**src/rtl/rxd_pkg.sv**
```systemverilog
package rxd_pkg;
   typedef enum logic [1:0] {
      ST_IDLE = 2'd0,
      ST_LEN  = 2'd1,
      ST_BODY = 2'd2,
      ST_CRC  = 2'd3
   } rxd_state_e;

   localparam logic [1:0] LC_PLAIN = 2'd0;
   localparam logic [1:0] LC_MANCH = 2'd1;
   localparam logic [1:0] LC_WHITE = 2'd2;
endpackage

```
**src/rtl/rxd_linedec.sv**
```systemverilog
module rxd_linedec #(
   parameter int          WHT_W      = 9,
   parameter int          WHT_TAP    = 5,
   parameter bit          HAS_WHITEN = 1'b1
) (
   input  logic       clk,
   input  logic       rst_n,
   input  logic       restart,
   input  logic [1:0] mode,
   input  logic       chip,
   input  logic       chip_vld,
   output logic       dbit,
   output logic       dvld
);
   import rxd_pkg::*;

   logic half_q;
   logic first_q;
   logic wmask;

   always_ff @(posedge clk or negedge rst_n) begin
      if (!rst_n) begin
         half_q  <= 1'b0;
         first_q <= 1'b0;
      end else if (restart) begin
         half_q  <= 1'b0;
      end else if (chip_vld && mode == LC_MANCH) begin
         half_q <= ~half_q;
         if (!half_q) first_q <= chip;
      end
   end

   generate
      if (HAS_WHITEN) begin : g_wht
         logic [WHT_W-1:0] lfsr_q;
         always_ff @(posedge clk or negedge rst_n) begin
            if (!rst_n)
               lfsr_q <= '1;
            else if (restart)
               lfsr_q <= '1;
            else if (chip_vld && mode == LC_WHITE)
               lfsr_q <= {lfsr_q[0] ^ lfsr_q[WHT_TAP], lfsr_q[WHT_W-1:1]};
         end
         assign wmask = (mode == LC_WHITE) ? lfsr_q[0] : 1'b0;
      end else begin : g_nowht
         assign wmask = 1'b0;
      end
   endgenerate

   always_comb begin
      dvld = chip_vld && ((mode != LC_MANCH) || half_q);
      dbit = (mode == LC_MANCH) ? first_q : (chip ^ wmask);
   end
endmodule

```
**src/rtl/rxd_bytepack.sv**
```systemverilog
module rxd_bytepack #(
   parameter int BYTE_W = 8
) (
   input  logic              clk,
   input  logic              rst_n,
   input  logic              restart,
   input  logic              dbit,
   input  logic              dvld,
   output logic              byte_done,
   output logic [BYTE_W-1:0] byte_val
);
   localparam int CNT_W = $clog2(BYTE_W);

   logic [CNT_W-1:0]  cnt_q;
   logic [BYTE_W-2:0] sh_q;

   always_ff @(posedge clk or negedge rst_n) begin
      if (!rst_n) begin
         cnt_q <= '0;
         sh_q  <= '0;
      end else if (restart) begin
         cnt_q <= '0;
      end else if (dvld) begin
         sh_q  <= {sh_q[BYTE_W-3:0], dbit};
         cnt_q <= byte_done ? '0 : cnt_q + 1'b1;
      end
   end

   always_comb begin
      byte_done = dvld && (cnt_q == CNT_W'(BYTE_W - 1));
      byte_val  = {sh_q, dbit};
   end
endmodule

```
**src/rtl/rxd_crc.sv**
```systemverilog
module rxd_crc #(
   parameter int              CRC_W    = 16,
   parameter logic [CRC_W-1:0] CRC_POLY = 16'h1021,
   parameter logic [CRC_W-1:0] CRC_INIT = 16'hFFFF
) (
   input  logic clk,
   input  logic rst_n,
   input  logic restart,
   input  logic dbit,
   input  logic dvld,
   output logic resid_zero
);
   logic [CRC_W-1:0] crc_q;
   logic [CRC_W-1:0] crc_nx;

   always_comb begin
      crc_nx     = {crc_q[CRC_W-2:0], 1'b0} ^ ((crc_q[CRC_W-1] ^ dbit) ? CRC_POLY : '0);
      resid_zero = (crc_nx == '0);
   end

   always_ff @(posedge clk or negedge rst_n) begin
      if (!rst_n)       crc_q <= CRC_INIT;
      else if (restart) crc_q <= CRC_INIT;
      else if (dvld)    crc_q <= crc_nx;
   end
endmodule

```
**src/rtl/rxd_deframer.sv**
```systemverilog
module rxd_deframer #(
   parameter int               LEN_W      = 7,
   parameter int               BYTE_W     = 8,
   parameter int               CRC_W      = 16,
   parameter logic [CRC_W-1:0] CRC_POLY   = 16'h1021,
   parameter logic [CRC_W-1:0] CRC_INIT   = 16'hFFFF,
   parameter int               WHT_W      = 9,
   parameter int               WHT_TAP    = 5,
   parameter bit               HAS_WHITEN = 1'b1
) (
   input  logic              clk,
   input  logic              rst_n,
   input  logic              rx_en,
   input  logic              sync_found,
   input  logic              bit_in,
   input  logic              bit_vld,
   input  logic              cfg_var_len,
   input  logic [LEN_W-1:0]  cfg_len,
   input  logic              cfg_addr_en,
   input  logic [BYTE_W-1:0] cfg_addr,
   input  logic              cfg_crc_en,
   input  logic              cfg_crc_autoclr,
   input  logic [1:0]        cfg_line,
   input  logic              fifo_empty,
   output logic              fifo_wr,
   output logic [BYTE_W-1:0] fifo_wdata,
   output logic              fifo_clr,
   output logic              irq_plready,
   output logic              irq_crcok
);
   import rxd_pkg::*;

   localparam int CRC_BYTES = CRC_W / BYTE_W;
   localparam int CC_W      = $clog2(CRC_BYTES) + 1;

   if (LEN_W >= BYTE_W) begin : g_bad_len
      $error("LEN_W must be narrower than BYTE_W");
   end
   if ((CRC_W % BYTE_W) != 0) begin : g_bad_crc
      $error("CRC_W must be a whole number of bytes");
   end
   if (WHT_TAP >= WHT_W || WHT_TAP < 1) begin : g_bad_tap
      $error("WHT_TAP must lie inside the whitening register");
   end

   rxd_state_e       state_q;
   logic [LEN_W-1:0] rem_q;
   logic             addr_pend_q;
   logic [CC_W-1:0]  crc_cnt_q;

   logic start, chip_vld, dbit, dvld, byte_done, resid_zero;
   logic len_too_big, crc_last;
   logic [BYTE_W-1:0] byte_val;

   always_comb begin
      start       = (state_q == ST_IDLE) && rx_en && fifo_empty && sync_found;
      chip_vld    = bit_vld && rx_en && (state_q != ST_IDLE);
      len_too_big = byte_val >= {{(BYTE_W-LEN_W){1'b0}}, cfg_len};
      crc_last    = (crc_cnt_q == CC_W'(CRC_BYTES - 1));
   end

   rxd_linedec #(
      .WHT_W(WHT_W), .WHT_TAP(WHT_TAP), .HAS_WHITEN(HAS_WHITEN)
   ) u_dec (
      .clk(clk), .rst_n(rst_n), .restart(start), .mode(cfg_line),
      .chip(bit_in), .chip_vld(chip_vld), .dbit(dbit), .dvld(dvld)
   );

   rxd_bytepack #(.BYTE_W(BYTE_W)) u_pack (
      .clk(clk), .rst_n(rst_n), .restart(start), .dbit(dbit), .dvld(dvld),
      .byte_done(byte_done), .byte_val(byte_val)
   );

   rxd_crc #(.CRC_W(CRC_W), .CRC_POLY(CRC_POLY), .CRC_INIT(CRC_INIT)) u_crc (
      .clk(clk), .rst_n(rst_n), .restart(start), .dbit(dbit), .dvld(dvld),
      .resid_zero(resid_zero)
   );

   always_ff @(posedge clk or negedge rst_n) begin
      if (!rst_n) begin
         state_q     <= ST_IDLE;
         rem_q       <= '0;
         addr_pend_q <= 1'b0;
         crc_cnt_q   <= '0;
         fifo_wr     <= 1'b0;
         fifo_wdata  <= '0;
         fifo_clr    <= 1'b0;
         irq_plready <= 1'b0;
         irq_crcok   <= 1'b0;
      end else begin
         fifo_wr     <= 1'b0;
         fifo_clr    <= 1'b0;
         irq_plready <= 1'b0;
         irq_crcok   <= 1'b0;
         if (!rx_en) begin
            state_q <= ST_IDLE;
         end else begin
            case (state_q)
               ST_IDLE: begin
                  if (start) begin
                     addr_pend_q <= cfg_addr_en;
                     crc_cnt_q   <= '0;
                     rem_q       <= cfg_len;
                     state_q     <= cfg_var_len ? ST_LEN : ST_BODY;
                  end
               end
               ST_LEN: begin
                  if (byte_done) begin
                     if (len_too_big) begin
                        fifo_clr <= 1'b1;
                        state_q  <= ST_IDLE;
                     end else begin
                        fifo_wr    <= 1'b1;
                        fifo_wdata <= byte_val;
                        rem_q      <= byte_val[LEN_W-1:0];
                        state_q    <= ST_BODY;
                     end
                  end
               end
               ST_BODY: begin
                  if (rem_q == '0) begin
                     if (cfg_crc_en) begin
                        state_q <= ST_CRC;
                     end else begin
                        irq_plready <= 1'b1;
                        state_q     <= ST_IDLE;
                     end
                  end else if (byte_done) begin
                     rem_q       <= rem_q - 1'b1;
                     addr_pend_q <= 1'b0;
                     if (addr_pend_q && byte_val != cfg_addr) begin
                        fifo_clr <= 1'b1;
                        state_q  <= ST_IDLE;
                     end else begin
                        fifo_wr    <= 1'b1;
                        fifo_wdata <= byte_val;
                     end
                  end
               end
               ST_CRC: begin
                  if (byte_done) begin
                     if (crc_last) begin
                        state_q <= ST_IDLE;
                        if (resid_zero) begin
                           irq_plready <= 1'b1;
                           irq_crcok   <= 1'b1;
                        end else if (cfg_crc_autoclr) begin
                           fifo_clr <= 1'b1;
                        end else begin
                           irq_plready <= 1'b1;
                        end
                     end else begin
                        crc_cnt_q <= crc_cnt_q + 1'b1;
                     end
                  end
               end
               default: state_q <= ST_IDLE;
            endcase
         end
      end
   end
endmodule

```
**config.mk**
```make
export PLATFORM = sky130hd
export DESIGN_NAME = rxd_deframer
export DESIGN_NICKNAME = d
export VERILOG_FILES = /design/src/rtl/rxd_pkg.sv /design/src/rtl/rxd_linedec.sv /design/src/rtl/rxd_bytepack.sv /design/src/rtl/rxd_crc.sv /design/src/rtl/rxd_deframer.sv
export SDC_FILE = /design/constraint.sdc
export NUM_CORES = 1
export LEC_CHECK = 0
export BUFFER_PORTS_ARGS = -buffer_cell sky130_fd_sc_hd__buf_2
export CELL_PAD_IN_SITES_DETAIL_PLACEMENT = 0
export CELL_PAD_IN_SITES_GLOBAL_PLACEMENT = 1
export CORE_MARGIN = 2
export CORE_UTILIZATION = 45
export CTS_CLUSTER_SIZE = 20
export DETAILED_ROUTE_END_ITERATION = 7
export GPL_TIMING_DRIVEN = 0
export PLACE_DENSITY_LB_ADDON = 0.2
export SYNTH_ARGS = -nofsm -noshare
export SYNTH_HDL_FRONTEND = slang
export SYNTH_SLANG_ARGS = --single-unit
export TNS_END_PERCENT = 30
```
**constraint.sdc**
```tcl
create_clock -name clk -period 6.95 [get_ports clk]
set_clock_uncertainty 0.1 [all_clocks]
set_input_delay 1.39 -clock clk [delete_from_list [all_inputs] [get_ports clk]]
set_output_delay 1.39 -clock clk [all_outputs]
set_load 0.005 [all_outputs]
```
==> results of run 1 <==
-- layer usage --
metal  track usage  routed length (um)
met4        0.0731                 118
met1         0.285                3830
met5             0                   0
met3        0.0327                 237
met2         0.289                3290
-- power by group through the flow --
stage | logic [mW] | registers, mW | clock network, mW
after detailed placement | 0.505 | 0.650 | 0
after global placement | 0.494 | 0.645 | 0
after CTS | 0.508 | 0.644 | 0.288
after floorplan | 0.389 | 0.613 | 0
after global routing | 0.575 | 0.664 | 0.305
final | 0.506 | 0.643 | 0.278
-- final timing paths --
path / from / to / slack (ps) / cells after the start
max: cfg_line[1] / rem_q[4]$_DFFE_PN0P_ / 2390 / 11
min: u_dec.g_wht.lfsr_q[6]$_DFFE_PN1P_ / u_dec.g_wht.lfsr_q[5]$_DFFE_PN1P_ / 380 / 2
max reg2reg: u_dec.g_wht.lfsr_q[0]$_DFFE_PN1P_ / rem_q[4]$_DFFE_PN0P_ / 3220 / 10
min reg2reg: u_dec.g_wht.lfsr_q[6]$_DFFE_PN1P_ / u_dec.g_wht.lfsr_q[5]$_DFFE_PN1P_ / 380 / 2
max in group asynchronous: rst_n / irq_crcok$_DFF_PN0_ / 5230 / 1
min in group asynchronous: rst_n / addr_pend_q$_DFFE_PN0P_ / 1020 / 1
-- final cells by class --
type                    count  area (sq um)
clock buffers               9           124
repair buffers             39           198
plain buffers              14          61.3
multi-input cells         251          1660
fillers                   706          3380
inverters                  14          52.6
well taps                  99           124
flip-flops and latches     61          1560
clock inverters             7          52.6
-- cell usage in the layout (no fill, tap or decap), types with 12 or more instances in the layout --
cell type,count
a21oi_1,12
buf_2,39
clkbuf_1,12
dfrtp_1,36
dfstp_2,25
ha_1,16
inv_1,14
mux2_2,13
nand2_1,54
nand3_1,13
nor2_1,29
o21ai_0,26
xnor2_1,12
-- metrics by stage --
step,util,std cells,area (sq um)
floorplan,-,340,3340
global placement,0.507,478,3650
detailed placement,0.507,478,3650
CTS,0.531,494,3830
global route,0.531,494,3830
finish,0.531,494,3830
-- critical path: stages --
cell      delay [ps]
buf_2            120
mux2_2           360
a221oi_4         450
ha_1             330
nor3b_1          200
o21ai_0          110
a311oi_1         620
o221ai_1         240
or3b_1           390
buf_2            190
mux2_2           280
-- state kept, by name, indices dropped and copies added (netlist names) --
| signal | flops |
|---|---|
| u_dec.first_q | 1 |
| irq_plready | 1 |
| u_pack.cnt_q | 3 |
| rem_q | 7 |
| u_crc.crc_q | 16 |
| u_dec.g_wht.lfsr_q | 9 |
| u_pack.sh_q | 7 |
| fifo_clr | 1 |
| fifo_wr | 1 |
| crc_cnt_q | 2 |
| addr_pend_q | 1 |
| u_dec.half_q | 1 |
| irq_crcok | 1 |
| state_q | 2 |
| fifo_wdata | 8 |
-- logic make-up (layout without fill, tap and decap cells) --
logic type | after synthesis | count (layout) | share of synthesized area
buf+inv | 28 | 83 | 0.0341
compound gates | 63 | 63 | 0.124
mux | 25 | 25 | 0.0904
xor+xnor | 17 | 17 | 0.0446
flops | 61 | 61 | 0.467
fa+ha+maj | 16 | 16 | 0.0600
simple gates | 130 | 130 | 0.180
==> impl_metrics.ini, run 1 <==
[power_and_ir_drop]
power.sequential.fraction = 0.451
pwr-share-comb = 0.355
power.switching_fraction = 0.370
static-leakage-power_nw = 1.74
power_per_cell_area_mw_per_mm2 = 372
ir_worst_vdd_v = 0.000127
p_clk_frac = 0.195
internal_power_mw = 0.898
finalPower_mw = 1.43
net-switching-power_mw = 0.528

[synthesis]
synth.most_common_cell = nand2_1
async_reset_ff_frac = 1.00
synth-seq-area-share = 0.467
syn_avg_cell_area_sq_um = 9.81
post_synth_num_cell_types = 47
ys_ff_latch = 61
synth_edf_count = 0
synthesis.area_sq_mm = 0.00334
synthesized_instance_count = 340
post-synth-top-area-cell = dfrtp_1
synth_nets = 384
synthDominantCellAreaShare = 0.270
yosysWarningCount = 0
yosys-top-cells-count = nand2_1, dfrtp_1, nor2_1
synth_flop_cell = dfrtp_1
synth_area_leaders = dfrtp_1, dfstp_2, nand2_1

[timing]
max_slew.worst_pin.slew_ps = 927
rsz0062_at_grt = false
max_clk_rate_ghz = 0.219
timing_max_transition_violations_final = 0
finalCriticalPeriod_ps = 4560
max-slew-margin-rel = 0.381
report.final.hold_viol_count = 0
fin_setup_tns_ps = 0
postLayoutSetupSlackWorst_ps = 2390
final-setup-viol-count = 0
whs_ps = 383
fin_crit_sh = 0.656

[placed_design]
port_buffers = 39
place.detailed.hpwl_mm = 5.31
place_ws_ps = 2080
gp_congestion = 0.796

[clocking]
cts-hold-fix-buffers = 0
clock_sink_count = 61
tritoncts.num_buffers = 9
post-cts-setup-buffer-count = 0
clk-insertion-delay-late_ps = 340
ctsHtreeMaxLevel = 3
number_of_resized_instances_in_the_post_cts_repair_step = 0
clockRootBuffer = clkbuf_8
cts_max_path_buffers = 2
clock_transition_time_at_the_flip_flop_clock_pins_of_the_worst_setup_and_hold_paths_ps = 80
cts_tree = built

[floorplan]
die_h_um = 90.1
die_w_um = 90.1
core_area_sq_mm = 0.00721
ios = 40
initial_utilization = 0.462
row_count = 31
floorplan.die_area_sq_mm = 0.00812

[route]
avgRoutedWirePerCell_um = 15.1
detail_route.first_pass.iterations = 6
routed_wirelength_mm = 7.47
drcViolationCount = 0
drtAntennaViolNets = 0
vias_per_cell = 5.30
route.vias.total = 2620
dr.first_iter.drc_count = 116

[global_route]
grt_pass1_wl_mm = 12.7
grt_antenna_before_repair = 0
number_of_global_route_vias_before_repair = 2559
grt_start_max_net_pins = 62
grt-ovfl-total = 0
grtUsageTotal = 0.194

[status]
result_of_the_run = finished, final reports clean

[cells_and_area]
antenna-diode-count = 0
syn_to_layout_area_delta_pct = 14.9
nNetsFinal = 434
post_route_cells_drive_above_1_share = 0.263

[worst_setup_path]
worst_ep_arrival_time_ps = 4690
worstSetupEndpointType = flip-flop
worst_ep_required_time_ps = 7080
critPathLaunchType = input port
timing.setup.critical_path_class = input port to flip-flop
crit_path_max_fanout = 7

[hold_path]
worstHoldPathType = flip-flop to flip-flop

[job]
cap_violations = 0
Power figures use the tool's default switching activity.
==> run 2, diff against run 1 <==
--- a/config.mk
+++ b/config.mk
@@ -9,7 +9,7 @@
 export CELL_PAD_IN_SITES_DETAIL_PLACEMENT = 0
 export CELL_PAD_IN_SITES_GLOBAL_PLACEMENT = 1
 export CORE_MARGIN = 2
-export CORE_UTILIZATION = 45
+export CORE_UTILIZATION = 41
 export CTS_CLUSTER_SIZE = 20
 export DETAILED_ROUTE_END_ITERATION = 7
 export GPL_TIMING_DRIVEN = 0
==> constraint.sdc (replaced) <==
create_clock -name clk -period 4.1 [get_ports clk]
set_clock_uncertainty 0.1 [all_clocks]
set_input_delay 0.82 -clock clk [delete_from_list [all_inputs] [get_ports clk]]
set_output_delay 0.82 -clock clk [all_outputs]
set_load 0.005 [all_outputs]
==> impl_metrics.ini, run 2 (synthesis gave the netlist of run 1 again) <==
[status]
result_of_the_run = finished, final reports clean

[global_route]
grt_pass1_wl_mm = 12.9
grtUsageTotal = 0.190
grt-ovfl-total = 0
grt_antenna_before_repair = 0
number_of_global_route_vias_before_repair = 2619
grt_start_max_net_pins = 35

[clocking]
ctsHtreeMaxLevel = 3
clock_transition_time_at_the_flip_flop_clock_pins_of_the_worst_setup_and_hold_paths_ps = 80
cts_max_path_buffers = 2
cts-hold-fix-buffers = 0
cts_tree = built
clk-insertion-delay-late_ps = 340
post-cts-setup-buffer-count = 0
tritoncts.num_buffers = 9
clock_sink_count = 61
clockRootBuffer = clkbuf_8

[timing]
max_slew.worst_pin.slew_ps = 944
whs_ps = 376
finalCriticalPeriod_ps = 3860
max-slew-margin-rel = 0.369
fin_crit_sh = 0.941
max_clk_rate_ghz = 0.259
report.final.hold_viol_count = 0
rsz0062_at_grt = false
final-setup-viol-count = 0
timing_max_transition_violations_final = 0

[power_and_ir_drop]
finalPower_mw = 2.49
power_per_cell_area_mw_per_mm2 = 641
ir_worst_vdd_v = 0.000204
static-leakage-power_nw = 1.77

[route]
drtAntennaViolNets = 0
routed_wirelength_mm = 7.65
vias_per_cell = 5.20
avgRoutedWirePerCell_um = 15.4
drcViolationCount = 0
detail_route.first_pass.iterations = 6
dr.first_iter.drc_count = 149
route.vias.total = 2592

[worst_setup_path]
r2r_setup_slack_ps = 500
critPathLaunchType = input port
worst_ep_arrival_time_ps = 3980
timing.critical_path.max_delay_family = compound AO/OA/AOI/OAI gates
crit-reg2reg-launch = u_dec.g_wht.lfsr_q[0]$_DFFE_PN1P_
rr_endpoint = rem_q[5]$_DFFE_PN0P_
critical-path-max-stage-delay_ps = 480
cpMaxStageDelayCell = a221oi_4
timing.setup.critical_path_class = input port to flip-flop
worst_ep_required_time_ps = 4220
r2r_cells = 10
worst-path-buf-inv = 2
worstSetupEndpointType = flip-flop
cp_cell_sequence = buf_2 > mux2_2 > a221oi_4 > ha_1 > nor3b_1 > o21ai_0 > a311oi_2 > o221ai_1 > or3b_1 > buf_2 > mux2_2
crit_path_max_fanout = 7

[cells_and_area]
antenna-diode-count = 0
post_route_cells_drive_above_1_share = 0.268
area_occupied_by_multi_input_gates_sq_mm = 0.00167
fillers = 761
largest_register = u_crc.crc_q
nNetsFinal = 435
syn_to_layout_area_delta_pct = 16.4
commonest_cells_after_routing_fill_and_taps_aside = nand2_1, buf_2, dfrtp_1, nor2_1, o21ai_0
number_of_flip_flops_under_the_largest_register_name = 16
regArea_sq_mm = 0.00156
layout.cells.most_common = nand2_1
reg.largest.list = u_crc.crc_q (16), u_dec.g_wht.lfsr_q (9), fifo_wdata (8)

[placed_design]
port_buffers = 39
place.detailed.hpwl_mm = 5.48
gp_congestion = 0.820

[floorplan]
initial_utilization = 0.427
ios = 40
die_h_um = 94.2
row_count = 32
core_area_sq_mm = 0.00781
die_w_um = 94.2
floorplan.die_area_sq_mm = 0.00887

[job]
cap_violations = 0

[hold_path]
hold_end = u_dec.g_wht.lfsr_q[0]$_DFFE_PN1P_
worst_hold_path.num_cells = 2
worstHoldPathType = flip-flop to flip-flop
worst_hold_startpoint = u_dec.g_wht.lfsr_q[1]$_DFFE_PN1P_
## run 2: layout make-up
cell class / count / area share
Inverter: 14 / 0.0135
Timing Repair Buffer: 40 / 0.0554
Clock buffer: 9 / 0.0319
Multi-Input combinational cell: 251 / 0.430
Tap cell: 102 / 0.0329
Clock inverter: 7 / 0.0193
Buffer: 14 / 0.0158
Sequential cell: 61 / 0.401
## run 2: layer usage
metal,up-vias,track usage,routed length (um)
met5,-,0,0
met4,0,0.0543,47
met3,2,0.0465,259
met2,46,0.288,3500
met1,1252,0.270,3850
li1,1292,-,-
## run 2: power breakdown
part | switching (mW) | internal [mW]
combinational | 0.450 | 0.415
clock | 0.252 | 0.283
sequential | 0.199 | 0.890
total | 0.901 | 1.59
## run 2: repair_timing
| item | CTS | global route |
|---|---|---|
| endpoints found under the setup margin | 0 | 14 |
| endpoints found under the hold margin | 0 | 0 |
| gates resized for setup | 0 | 1 |
## run 2: worst max path at each step
stage	startpoint	end	cells after the start
3_3_place_gp	cfg_line[1]	rem_q[4]$_DFFE_PN0P_	11
2_1_floorplan	cfg_line[1]	rem_q[2]$_DFFE_PN0P_	10
6_report	cfg_line[1]	rem_q[5]$_DFFE_PN0P_	11
3_5_place_dp	cfg_line[1]	rem_q[3]$_DFFE_PN0P_	11
5_1_grt	cfg_line[1]	rem_q[3]$_DFFE_PN0P_	11
4_1_cts	cfg_line[1]	rem_q[5]$_DFFE_PN0P_	11
## run 2: through the flow
| step | setup TNS [ps] | instance area [sq um] | utilization | setup WS, ps | instances |
|---|---|---|---|---|---|
| global placement | -3180 | 3660 | 0.469 | -287 | 481 |
| global route | 0 | 3880 | 0.497 | 44.7 | 498 |
| detailed placement | -2710 | 3680 | 0.471 | -251 | 482 |
| floorplan | 0 | 3340 | - | 492 | 340 |
| CTS | 0 | 3880 | 0.497 | 84.0 | 498 |
| finish | 0 | 3880 | 0.497 | 241 | 498 |
## run 2: worst register-to-register path: stages (launching register included)
cell and delay, ps:
dfstp_2 570, nand2_1 90, a221oi_4 520, ha_1 340, nor3b_1 170, o21ai_0 140
a311oi_2 480, o221ai_1 220, or3b_1 380, buf_2 190, mux2_2 290
